--- src/rtl/dtu_pkg.sv ---
package dtu_pkg;
  localparam int PHASES        = 3;
  localparam int SW_PER_PHASE  = 2;
  localparam int NUM_SW        = PHASES * SW_PER_PHASE;
  localparam int CNT_W         = 8;

  typedef enum logic {
    SRC_FULL = 1'b0,
    SRC_HALF = 1'b1
  } src_sel_e;

  typedef enum logic [1:0] {
    CH_IDLE = 2'd0,
    CH_WAIT = 2'd1,
    CH_ON   = 2'd2
  } ch_state_e;
endpackage

--- src/rtl/dtu_prescale.sv ---
module dtu_prescale (
  input  logic clk,
  input  logic rst,
  output logic half_tick
);
  logic phase_q;

  always_ff @(posedge clk) begin
    if (rst) phase_q <= 1'b0;
    else     phase_q <= ~phase_q;
  end

  assign half_tick = phase_q;

  // ticks never land on two edges in a row
  a_r5_alternate: assert property (@(posedge clk) disable iff (rst)
    half_tick |=> !half_tick);
endmodule

--- src/rtl/dtu_channel.sv ---
module dtu_channel
  import dtu_pkg::*;
#(
  parameter int CW = CNT_W
) (
  input  logic          clk,
  input  logic          rst,
  input  logic          req,
  input  logic          bypass,
  input  logic          cnt_tick,
  input  logic [CW-1:0] load_val,
  output logic          gate
);
  ch_state_e     st_q;
  logic [CW-1:0] cnt_q;
  logic          gate_q;

  always_ff @(posedge clk) begin
    if (rst) begin
      st_q   <= CH_IDLE;
      cnt_q  <= '0;
      gate_q <= 1'b0;
    end else if (bypass) begin
      gate_q <= req;
      st_q   <= req ? CH_ON : CH_IDLE;
      cnt_q  <= '0;
    end else if (!req) begin
      gate_q <= 1'b0;
      st_q   <= CH_IDLE;
      cnt_q  <= '0;
    end else begin
      unique case (st_q)
        CH_IDLE: begin
          if (load_val == '0) begin
            gate_q <= 1'b1;
            st_q   <= CH_ON;
          end else begin
            cnt_q <= load_val;
            st_q  <= CH_WAIT;
          end
        end
        CH_WAIT: begin
          if (cnt_tick) begin
            cnt_q <= cnt_q - 1'b1;
            if (cnt_q == {{(CW-1){1'b0}}, 1'b1}) begin
              gate_q <= 1'b1;
              st_q   <= CH_ON;
            end
          end
        end
        default: begin
          gate_q <= 1'b1;
          st_q   <= CH_ON;
        end
      endcase
    end
  end

  assign gate = gate_q;

  // a low request always forces the gate off at the next edge
  a_r3_off_fast: assert property (@(posedge clk) disable iff (rst)
    !req |=> !gate);
  // bypass mirrors the request with one register of latency
  a_r2_bypass: assert property (@(posedge clk) disable iff (rst)
    bypass |=> (gate == $past(req)));
  // zero count turns on at the first sampled edge
  a_r6_zero_dt: assert property (@(posedge clk) disable iff (rst)
    (!bypass && req && st_q == CH_IDLE && load_val == '0) |=> gate);
  // no early turn-on while more than one tick remains
  a_r4_no_early: assert property (@(posedge clk) disable iff (rst)
    (!bypass && st_q == CH_WAIT && cnt_q > 1) |=> !gate);
  // a running countdown moves only on ticks
  a_r8_hold: assert property (@(posedge clk) disable iff (rst)
    (!bypass && req && st_q == CH_WAIT && !cnt_tick) |=> $stable(cnt_q));
endmodule

--- src/rtl/dtu_top.sv ---
module dtu_top
  import dtu_pkg::*;
#(
  parameter int NSW = NUM_SW,
  parameter int CW  = CNT_W
) (
  input  logic           clk,
  input  logic           rst,
  input  logic [NSW-1:0] phase_req,
  input  logic [CW-1:0]  dt_count,
  input  logic           src_half,
  input  logic           dt_bypass_n,
  output logic [NSW-1:0] gate_on
);
  logic half_tick;
  logic cnt_tick;
  logic bypass;

  dtu_prescale u_pre (
    .clk       (clk),
    .rst       (rst),
    .half_tick (half_tick)
  );

  assign cnt_tick = (src_sel_e'(src_half) == SRC_HALF) ? half_tick : 1'b1;
  assign bypass   = dt_bypass_n;

  for (genvar g = 0; g < NSW; g++) begin : g_sw
    dtu_channel #(.CW(CW)) u_ch (
      .clk      (clk),
      .rst      (rst),
      .req      (phase_req[g]),
      .bypass   (bypass),
      .cnt_tick (cnt_tick),
      .load_val (dt_count),
      .gate     (gate_on[g])
    );
  end

  // reset leaves every output off
  a_r1_reset_off: assert property (@(posedge clk)
    rst |=> (gate_on == '0));
  // no output turns on unless its own request was high
  a_r9_own_req: assert property (@(posedge clk) disable iff (rst)
    ((gate_on & ~$past(phase_req)) == '0) || $past(rst));
endmodule

--- config.mk ---
export PLATFORM = sky130hd
export DESIGN_NAME = dtu_top
export DESIGN_NICKNAME = d
export VERILOG_FILES = /design/src/rtl/dtu_pkg.sv /design/src/rtl/dtu_prescale.sv /design/src/rtl/dtu_channel.sv /design/src/rtl/dtu_top.sv
export SDC_FILE = /design/constraint.sdc
export NUM_CORES = 1
export LEC_CHECK = 0
export ABC_AREA = 1
export BUFFER_PORTS_ARGS = -buffer_cell sky130_fd_sc_hd__buf_4
export CORE_ASPECT_RATIO = 1.5
export CORE_UTILIZATION = 38
export CTS_CLUSTER_DIAMETER = 60
export DETAILED_ROUTE_END_ITERATION = 8
export PLACE_DENSITY_LB_ADDON = 0.1
export SKIP_LAST_GASP = 1
export SLEW_MARGIN = 30
export SYNTH_ARGS = -nofsm -noshare
export SYNTH_HDL_FRONTEND = slang
export SYNTH_SLANG_ARGS = --single-unit
--- constraint.sdc ---
create_clock -name clk -period 4.5 [get_ports clk]
set_clock_uncertainty 0.2 [all_clocks]
set_input_delay 0.9 -clock clk [delete_from_list [all_inputs] [get_ports clk]]
set_output_delay 0.9 -clock clk [all_outputs]
set_load 0.005 [all_outputs]
# == Word-level counts from Yosys, hierarchy flattened ==
# Cells that the tools add are included.
# word_totals
register_bits,67
latchBits,0
mem_bits_rw,0
romBits,0
input_bits,18
out_inout_bits,6
word_cells,193
memories,0
# classes
add_sub_neg,6
multipliers,0
div,0
magnitude_cmp,0
n_eq_ne,42
shift,0
muxes,82
bitwise,7
reduce_logical,37
# op_table
cell,count
$pmux W8 S2,6
$mux W2,31
$mux W8,7
$eq A8 B1 Y1 const B,6
$sub A8 B1 Y8 const B,6
$ne A4 B4 Y1 const B,10
$reduce_and A3 Y1,12
$ne A4 B3 Y1 const B,8
$mux W1,26
$ne A2 B2 Y1 const B,12
$pmux W2 S2,6
$reduce_or A3 Y1,6
$eq A2 B1 Y1 const B,6
$logic_not A2 Y1,6
$pmux W1 S2,6
$reduce_and A2 Y1,6
$reduce_bool A2 Y1,6
$logic_not A8 Y1,1
$not A1 Y1,7

# == Depth between registers and ports, before layout ==
# Gate-level depths: netlist (run 1).
# logic_depth
ltp_word,6
ltp_mapped,11
depth_no_buf,11

# == Modules after synthesis ==
# From an unflattened synthesis (run 1), not the netlist that was laid out.
# hier_totals
hier_cells,676
hier_area_um2,4548.1
# by_module_without_submodules
mod,n_inst,cells_per_inst,area_each_um2,seq_area_each_um2
dtu_channel at g_sw[0].u_ch ...,5,112,750.7,220.2
dtu_channel at g_sw[5].u_ch,1,112,763.2,220.2
dtu_prescale,1,2,23.8,20.0
dtu_top,1,2,7.5,0.0

# == Worst setup path before layout (run 1) ==
# Ideal clock, no wire load.
# synth_timing
kind,input to register
start,input dt_count[7]
end,register g_sw[3].u_ch.cnt_q[7]
setup_ns,0.117
arrival_ns,1.834
required_time_ns,4.183
path_slack_ns,2.349
path_stages,7
n_path_buf,1
cell_sequence,nor2_1 > nand4_4 > nand2_4 > nand2_2 > buf_6 > o21ai_0 > nor2_1
# synth_between
elab_chain_len,3
# synth_rtl
item,line,rtl
from (decl),dtu_top.sv:10,"input logic [CW-1:0] dt_count,"
$logic_not A8 Y1,dtu_channel.sv:34,if (load_val == '0) begin
$ne A2 B2 Y1 (no source line),-,
$reduce_and A3 Y1 (no source line),-,
to (signal assigned),dtu_channel.sv:38,cnt_q <= load_val;
to (signal assigned),dtu_channel.sv:44,cnt_q <= cnt_q - 1'b1;
to (decl),dtu_channel.sv:15,logic [CW-1:0] cnt_q;
# Parallel ways exist; a longest one is shown, timed or not. The select of a mux whose other input is x is not followed.
# A chain may end at the register's enable or synchronous reset.

# == Worst setup path in the final report (run 1) ==
# layout_timing
start,input src_half
end,register g_sw[2].u_ch.cnt_q[6]
# layout_between
elab_chain_len,3
# layout_rtl
item,line,rtl
from (decl),dtu_top.sv:11,"input logic src_half,"
$mux W1,dtu_top.sv:25,assign cnt_tick = (src_sel_e'(src_half) == SRC_HALF) ? half_tick : 1'b1;
$ne A2 B2 Y1 (no source line),-,
$reduce_and A3 Y1 (no source line),-,
to (signal assigned),dtu_channel.sv:38,
to (signal assigned),dtu_channel.sv:44,
to (decl),dtu_channel.sv:15,
# No other way between the ends.

==> flow_metrics.env, run 1 <==
export IMPL_nets=734
export IMPL_stdcell_area_um2=4730
export IMPL_grt_pass1_wl_mm=19.1
export IMPL_crit_type="in -> reg"
export IMPL_drt_initial_drc_count=271
export IMPL_critical_path_endpoint="g_sw[2].u_ch.cnt_q[6]$_SDFFE_PP0P_"
export IMPL_cts_buffer_depth=2
export IMPL_clkPwrFrac=0.436
export IMPL_drv_cap=0
export IMPL_comb_power_share=0.167
export IMPL_dpl_instance_area_um2=4440
export IMPL_core_um2=10700
export IMPL_startpoint_type="primary input"
export IMPL_status="complete, no violations"
export IMPL_synthCells=689
export IMPL_critPathArrivalTime_ps=2240
export IMPL_num_antenna_cells=0
export IMPL_initial_core_util=0.394
export IMPL_cts_root_buffer="clkbuf_16"
export IMPL_cpPeakStageDelay_ps=390
export IMPL_tns_ps=0
export IMPL_p_int_mw=1.16
export IMPL_synth_cell_types=22
export IMPL_syn_num_nets=719
export IMPL_die_height_um=131
export IMPL_hold_buffers=0
export IMPL_crit_path_start="src_half"
export IMPL_rows=46
export IMPL_crit_fanout=12
export IMPL_finalPower_mw=1.61
export IMPL_ant_nets=0
export IMPL_wl_per_cell_um=13.8
export IMPL_ys_warn_count=0
export IMPL_rsz0062_at_grt="false"
export IMPL_cts_setup_buffers=0
export IMPL_pwr_density_cell_nw_per_um2=340
export IMPL_synth_area_leader_cell="dfxtp_1"
export IMPL_cts_sinks=67
export IMPL_die_area_um2=11500
export IMPL_drc=0
export IMPL_ys_seq_area_frac=0.318
export IMPL_hold_path_cell_count=1
export IMPL_r2r_slack_ps=2330
export IMPL_area_growth_pct=12.1
export IMPL_dp_hpwl_mm=8.73
export IMPL_max_freq_mhz=450
export IMPL_slew_violations=0
export IMPL_synth_area_um2=4220
export IMPL_n_fill_cell=1187
export IMPL_peakVddDrop_mv=0.188
export IMPL_synth_seq_cells=67
export IMPL_p_switching_uw=445
export IMPL_syn_avg_cell_area_um2=6.13
export IMPL_r2r_cells=7
export IMPL_cts_tree="built"
export IMPL_grt_max_degree=13
export IMPL_design_portCount=24
export IMPL_fin_crit_sh=0.494
export IMPL_setup_viol=0
export IMPL_drt_wl_total_mm=11.8
export IMPL_die_w_um=88.1
export IMPL_drive_above_1_share=0.0763
export IMPL_path_cells="buf_4 -> nand2_1 -> nand2_1 -> nand2_2 -> o21ai_0 -> nor2_1 -> nor2_1"
export IMPL_tightest_slew_ps=789
export IMPL_cp_required_ps=4520
export IMPL_slew_headroom=0.472
export IMPL_hold_slack_ps=216
export IMPL_grt_pass1_vias=4026
export IMPL_dr_pass1_iters=4
export IMPL_hold_viol_final=0
export IMPL_switching_share=0.277
export IMPL_htreeDepth=3
export IMPL_worstReg2RegEnd="g_sw[2].u_ch.cnt_q[6]$_SDFFE_PP0P_"
export IMPL_grt_usage=0.216
export IMPL_insertion_delay_ps=330
export IMPL_synth_top_area_share=0.318
export IMPL_seqPwrFrac=0.397
export IMPL_cts_resized=0
export IMPL_crit_slowest_cell="nand2_1"
export IMPL_synth_area_top_cells="dfxtp_1 (32%), nand2_1 (14%), nand3_1 (10%)"
export IMPL_portBuffers=23
export IMPL_antenna_found_initial=0
export IMPL_gr_total_overflow=0
export IMPL_p_leak_nw=2.32
export IMPL_cts_buffers=9
export IMPL_final_min_clock_period_ps=2220
export IMPL_hold_path_class="reg -> reg"
export IMPL_clk_pin_slew_ps=50
export IMPL_reg2reg_from="g_sw[2].u_ch.st_q[0]$_SDFFE_PP0P_"
export IMPL_vias=4307
export IMPL_viasPerCell=5.06
export IMPL_gp_congestion=0.858
export IMPL_endpoint_kind="flip-flop"
area by class of cell:
type	instances	area, um2	area share
Clock inverter	2	35.0	0.00740
Clock buffer	13	260	0.0550
Multi-Input combinational cell	505	2380	0.502
Timing Repair Buffer	23	173	0.0365
Inverter	98	368	0.0777
Sequential cell	67	1340	0.283
Tap cell	144	180	0.0381
worst min-delay path by stage:
| stage | start | endpoint | slack [ps] |
|---|---|---|---|
| finish | u_pre.half_tick$_SDFF_PP0_ | u_pre.half_tick$_SDFF_PP0_ | 220 |
| global route | u_pre.half_tick$_SDFF_PP0_ | u_pre.half_tick$_SDFF_PP0_ | 240 |
| CTS | u_pre.half_tick$_SDFF_PP0_ | u_pre.half_tick$_SDFF_PP0_ | 220 |
| detailed placement | u_pre.half_tick$_SDFF_PP0_ | u_pre.half_tick$_SDFF_PP0_ | 210 |
| global placement | u_pre.half_tick$_SDFF_PP0_ | u_pre.half_tick$_SDFF_PP0_ | 210 |
| floorplan | u_pre.half_tick$_SDFF_PP0_ | u_pre.half_tick$_SDFF_PP0_ | 190 |
registers in the layout (all words and copies together) (netlist names):
| register | count |
|---|---|
| g_sw.u_ch.st_q | 12 |
| g_sw.u_ch.cnt_q | 48 |
| g_sw.u_ch.gate | 6 |
| u_pre.half_tick | 1 |
through the flow:
| stage | utilization | instances | worst slack (ps) |
|---|---|---|---|
| floorplan | - | 689 | 2350 |
| global placement | 0.415 | 837 | 1970 |
| detailed placement | 0.415 | 837 | 1940 |
| CTS | 0.442 | 852 | 2290 |
| global route | 0.442 | 852 | 2150 |
| finish | 0.442 | 852 | 2280 |
worst max-delay path, delay by kind of cell:
kind / cells / cell delay [ps]
simple gates: 5 / 1120
compound gates: 1 / 120
buf+inv: 1 / 100
logic make-up after synthesis:
logic type / after synthesis / synth area share
flops: 67 / 0.318
simple gates: 382 / 0.396
buf+inv: 117 / 0.120
fa+ha+maj: 12 / 0.0356
compound gates: 111 / 0.132
synth_stat cells (all sizes together):
cell type  instances
dfxtp             67
nand2            171
inv               98
nand3b             1
ha                12
nor3b              1
nand4              8
nand3             89
clkbuf             5
o21ai             68
nor2             112
buf               14
a21oi             43
cell usage in the layout (no fill, tap or decap):
cell type and instances:
clkbuf_8 2, ha_1 12, clkbuf_1 2, o21ai_1 3, clkinv_2 1, a21oi_1 43, nor2_1 109, inv_2 1
nor2_2 3, nand2_2 4, nand3_1 88, nor3b_1 1, bufinv_16 1, buf_4 23, inv_1 97, nand3_2 1
nand3b_1 1, nand2_1 159, clkbuf_16 9, o21ai_0 65, dfxtp_1 67, nand4_1 7, nand2_4 8, nand4_4 1
routing by layer:
metal  vias to the layer above  routed length, um  global-route usage
met3                        20                497              0.0446
met4                         0                257              0.0842
met2                        88               5960               0.374
li1                       2227                  -                   -
met1                      1972               5040               0.255
met5                         -                  0                   0
power by group through the flow:
stage	registers, mW	logic, mW	clock network, mW
floorplan	0.645	0.206	0
global placement	0.651	0.266	0
detailed placement	0.652	0.268	0
CTS	0.639	0.270	0.722
global route	0.642	0.309	0.744
finish	0.639	0.269	0.702
Note: power is estimated with default switching activity, not from simulation.
==> inputs of run 2 (changes only) <==
- clock period: 4.5 -> 1.8 ns (I/O delays scaled with it)
==> flow_metrics.env, run 2 (synthesis results as in run 1) <==
export IMPL_status="complete, no violations"
export IMPL_portBuffers=23
export IMPL_initial_core_util=0.394
export IMPL_cts_setup_buffers=0
export IMPL_n_fill_cell=1144
export IMPL_final_cell_mix="nand2_1 (159), nor2_1 (107), inv_1 (97)"
export IMPL_drv_cap=0
export IMPL_nets=764
export IMPL_hold_viol_final=0
export IMPL_core_um2=10700
export IMPL_clk_pin_slew_ps=60
export IMPL_cts_sinks=67
export IMPL_viasPerCell=4.95
export IMPL_final_common_cell="nand2_1"
export IMPL_vias=4372
export IMPL_die_w_um=88.1
export IMPL_drt_met1_wl_mm=5.23
export IMPL_largest_register="g_sw.u_ch.cnt_q"
export IMPL_num_antenna_cells=0
export IMPL_p_int_mw=3.21
export IMPL_area_growth_pct=19.3
export IMPL_cts_buffer_depth=2
export IMPL_gp_congestion=0.906
export IMPL_hold_slack_ps=93.2
export IMPL_dp_cells=867
export IMPL_rows=46
export IMPL_pre_cts_slack_ps=-8.82
export IMPL_layout_setup_ws_ps=134
export IMPL_p_switching_mw=1.19
export IMPL_fin_crit_sh=0.926
export IMPL_comb_power_share=0.166
export IMPL_grt_usage=0.220
export IMPL_insertion_delay_ps=340
export IMPL_tightest_slew_ps=390
export IMPL_endpoint_kind="flip-flop"
export IMPL_slew_headroom=0.740
export IMPL_final_min_clock_period_ps=1670
export IMPL_wl_per_cell_um=13.7
export IMPL_crit_type="reg -> reg"
export IMPL_met2WireLength_mm=6.06
export IMPL_startpoint_type="flip-flop"
export IMPL_dr_pass1_iters=4
export IMPL_finalPower_mw=4.39
export IMPL_switching_share=0.270
export IMPL_drc=0
export IMPL_hold_path_class="in -> reg"
export IMPL_setup_viol=0
export IMPL_ant_nets=0
export IMPL_die_height_um=131
export IMPL_drt_initial_drc_count=191
export IMPL_hold_buffers=0
export IMPL_peakVddDrop_mv=0.487
export IMPL_design_portCount=24
export IMPL_cp_required_ps=1830
export IMPL_rsz0062_at_grt="false"
export IMPL_top_layer_used="met4"
export IMPL_htreeDepth=3
export IMPL_wl_met3_um=417
export IMPL_drt_wl_total_mm=12.1
export IMPL_gr_total_overflow=0
export IMPL_pwr_density_cell_nw_per_um2=872
export IMPL_p_leak_nw=2.50
export IMPL_grt_max_degree=13
export IMPL_dp_hpwl_mm=9.12
export IMPL_slew_violations=0
export IMPL_critPathArrivalTime_ps=1700
export IMPL_cts_buffers=9
export IMPL_clkPwrFrac=0.470
export IMPL_grt_pass1_vias=4153
export IMPL_cts_tree="built"
export IMPL_tns_ps=0
export IMPL_drive_above_1_share=0.120
export IMPL_max_freq_mhz=600
export IMPL_stdcell_count=883
export IMPL_seqPwrFrac=0.364
export IMPL_die_area_um2=11500
export IMPL_largest_reg_flops=48
export IMPL_grt_pass1_wl_mm=19.4
export IMPL_cts_root_buffer="clkbuf_16"
export IMPL_crit_fanout=5
export IMPL_antenna_found_initial=0
run 2: cell count changes in the layout (fill, tap and decap cells not counted), moves of 2 or more:
| cell | previous run | this run |
|---|---|---|
| buf_4 | 23 | 51 |
| buf_12 | 0 | 2 |
| bufinv_16 | 1 | 3 |
| nor2_1 | 109 | 107 |
| nor2_2 | 3 | 5 |
run 2: path summary, 6_finish.rpt:
path | to | depth (start not counted) | slack, ps | from
setup / recovery | g_sw[5].u_ch.cnt_q[4]$_SDFFE_PP0P_ | 11 | 130 | g_sw[5].u_ch.cnt_q[0]$_SDFFE_PP0P_
hold / removal | g_sw[5].u_ch.st_q[0]$_SDFFE_PP0P_ | 2 | 90 | rst
setup reg to reg | g_sw[5].u_ch.cnt_q[4]$_SDFFE_PP0P_ | 11 | 130 | g_sw[5].u_ch.cnt_q[0]$_SDFFE_PP0P_
hold reg to reg | u_pre.half_tick$_SDFF_PP0_ | 1 | 220 | u_pre.half_tick$_SDFF_PP0_
run 2: layout make-up:
cell class | instances | area (um2) | share of cell area
multi-input combinational | 505 | 2380 | 0.473
sequential | 67 | 1340 | 0.266
timing repair buffer | 53 | 423 | 0.0839
inverter | 98 | 368 | 0.0730
clock buffer | 11 | 243 | 0.0482
tap | 144 | 180 | 0.0358
clock inverter | 5 | 100 | 0.0199
run 2: metal layers:
metal / GRT usage / up-vias
li1: - / 2289
met1: 0.257 / 1979
met2: 0.385 / 80
met3: 0.0214 / 24
met4: 0.112 / 0
met5: 0 / -
run 2: per-stage QoR:
stage | cell area (um2) | util
after floorplan | 4220 | -
final | 5040 | 0.471
after global routing | 5040 | 0.471
after CTS | 5030 | 0.470
after detailed placement | 4690 | 0.438
after global placement | 4690 | 0.438
run 2: worst max-delay path: stages, from the launching register on:
cell	delay, ps
dfxtp_1	350
inv_1	120
ha_1	230
inv_1	50
nor2_1	180
nand2_1	80
nand2_1	70
nand3_1	60
o21ai_0	70
nand2_1	70
inv_1	50
nor2_1	40
run 2: timing repair:
action / CTS / global route
endpoints found under the setup margin: 0 / 2
gates resized for setup: 0 / 4
endpoints found under the hold margin: 0 / 0
run 2: power groups by stage:
stage	combinational (mW)	sequential, mW	clock, mW
final	0.731	1.60	2.06
after global routing	0.829	1.61	2.13
after detailed placement	0.727	1.63	0
after floorplan	0.515	1.61	0
after CTS	0.731	1.60	2.09
after global placement	0.720	1.63	0
==> inputs of run 3 (changes only) <==
- CORE_MARGIN: unset -> 5
==> flow_metrics.env, run 3 (synthesis results as in run 1) <==
export IMPL_status="complete, no violations"
export IMPL_nets=760
export IMPL_path_cells="inv_1 -> ha_2 -> inv_1 -> nor2_1 -> nand2_1 -> nand2_1 -> nand3_1 -> o21ai_0 -> nand2_1 -> inv_1 -> nor2_1"
export IMPL_seqPwrFrac=0.407
export IMPL_use_met3=0.0396
export IMPL_rsz0062_at_grt="true"
export IMPL_drt_initial_drc_count=233
export IMPL_antenna_found_initial=0
export IMPL_clkPwrFrac=0.411
export IMPL_cts_setup_buffers=0
export IMPL_startpoint_type="flip-flop"
export IMPL_ff_latch_area_um2=1340
export IMPL_rows=47
export IMPL_met1_usage=0.225
export IMPL_p_switching_mw=1.11
export IMPL_switching_share=0.283
export IMPL_die_area_um2=13400
export IMPL_initial_core_util=0.386
export IMPL_grt_max_degree=13
export IMPL_die_height_um=139
export IMPL_dp_hpwl_mm=8.94
export IMPL_insertion_delay_ps=330
export IMPL_peakVddDrop_mv=0.431
export IMPL_vias=4358
export IMPL_gr_total_overflow=0
export IMPL_grt_usage=0.183
export IMPL_grt_pass1_wl_mm=19.1
export IMPL_cts_buffer_depth=2
export IMPL_cpPeakStageDelay_ps=360
export IMPL_endpoint_kind="flip-flop"
export IMPL_drc=0
export IMPL_htreeDepth=3
export IMPL_slew_headroom=0.687
export IMPL_comb_power_share=0.182
export IMPL_stdcell_area_um2=4940
export IMPL_portBuffers=23
export IMPL_tightest_slew_ps=468
export IMPL_viasPerCell=4.94
export IMPL_grt_pass1_vias=4080
export IMPL_die_w_um=96.1
export IMPL_largest_reg_flops=48
export IMPL_drive_above_1_share=0.113
export IMPL_wl_per_cell_um=13.2
export IMPL_busiest_layer="met2"
export IMPL_drt_wl_total_mm=11.7
export IMPL_p_int_mw=2.82
export IMPL_fin_crit_sh=0.917
export IMPL_cts_tree="built"
export IMPL_cts_root_buffer="clkbuf_16"
export IMPL_finalPower_mw=3.93
export IMPL_hold_viol_final=0
export IMPL_setup_viol=0
export IMPL_cts_sinks=67
export IMPL_core_um2=10900
export IMPL_design_portCount=24
export IMPL_dr_pass1_iters=4
export IMPL_hold_path_class="in -> reg"
export IMPL_crit_slowest_cell="dfxtp_1"
export IMPL_crit_fanout=5
export IMPL_clk_pin_slew_ps=50
export IMPL_crit_family="simple AND/OR/NAND/NOR gates"
export IMPL_grt_met2_usage=0.304
export IMPL_n_fill_cell=1206
export IMPL_p_leak_nw=2.45
export IMPL_max_freq_mhz=606
export IMPL_critPathArrivalTime_ps=1670
export IMPL_final_common_cell="nand2_1"
export IMPL_final_min_clock_period_ps=1650
export IMPL_drv_cap=0
export IMPL_final_cell_mix="nand2_1 (159), nor2_1 (107), inv_1 (97)"
export IMPL_crit_type="reg -> reg"
export IMPL_path_buf_inv=3
export IMPL_num_antenna_cells=0
export IMPL_cp_required_ps=1820
export IMPL_slew_violations=0
export IMPL_dpl_instance_area_um2=4660
export IMPL_cts_buffers=9
export IMPL_area_growth_pct=17.1
export IMPL_multi_input_area_um2=2380
export IMPL_ant_nets=0
export IMPL_pwr_density_cell_nw_per_um2=795
export IMPL_largest_register="g_sw.u_ch.cnt_q"
export IMPL_gp_congestion=0.893
run 3: cell types whose count changed in the layout (fill, tap and decap cells not counted), sizes merged:
cell	before	now
bufinv	3	0
buf	53	49
clkbuf	11	14
run 3: timing repair:
| action | 4_1_cts | 5_1_grt |
|---|---|---|
| resized for setup | 0 | 4 |
| endpoints found under the setup margin | 0 | 6 |
| hold buffers | 0 | 0 |
run 3: worst register-to-register path, delay by kind of cell, from the launching register on:
family	cells	cell delay [ps]
AOI/OAI and AO/OA	1	90
adders and majority gates	1	220
buffers and inverters	3	210
and+or+nand+nor	6	460
DFF	1	360
run 3: cell type report:
cell class                 instances  share of cell area
timing repair buffer              49              0.0795
sequential                        67               0.271
multi-input combinational        505               0.482
inverter                          98              0.0744
clock inverter                     2             0.00202
tap                              147              0.0372
clock buffer                      14              0.0534
run 3: per-layer routing:
layer	vias up	part of all wire
met5	-	0
met4	0	0.030
met3	18	0.044
met2	113	0.49
met1	1948	0.44
li1	2279	-
run 3: path summary, 6_finish.rpt:
kind | start | end | slack (ps) | cells past startpoint
worst max-delay path | g_sw[5].u_ch.cnt_q[0]$_SDFFE_PP0P_ | g_sw[5].u_ch.cnt_q[4]$_SDFFE_PP0P_ | 150 | 11
worst min-delay path | rst | u_pre.half_tick$_SDFF_PP0_ | 90 | 2
worst max register to register | g_sw[5].u_ch.cnt_q[0]$_SDFFE_PP0P_ | g_sw[5].u_ch.cnt_q[4]$_SDFFE_PP0P_ | 150 | 11
worst min register to register | u_pre.half_tick$_SDFF_PP0_ | u_pre.half_tick$_SDFF_PP0_ | 210 | 1
run 3: metrics by stage:
step / setup TNS (ps) / setup WS [ps] / util / instances / hold slack, ps
6_report: 0 / 149 / 0.452 / 882 / 89.3
5_1_grt: -49.7 / -49.7 / 0.452 / 882 / 82.1
4_1_cts: 0 / 136 / 0.451 / 882 / 90.2
3_5_place_dp: 0 / 2.17 / 0.426 / 866 / 204
3_3_place_gp: 0 / 21.8 / 0.426 / 866 / 200
2_1_floorplan: 0 / 189 / - / 689 / 193
run 3: power groups by stage:
stage | sequential [mW] | combinational [mW] | clock, mW
after CTS | 1.60 | 0.718 | 1.66
after floorplan | 1.61 | 0.515 | 0
final | 1.60 | 0.716 | 1.61
after detailed placement | 1.63 | 0.715 | 0
after global placement | 1.63 | 0.710 | 0
after global routing | 1.60 | 0.818 | 1.73
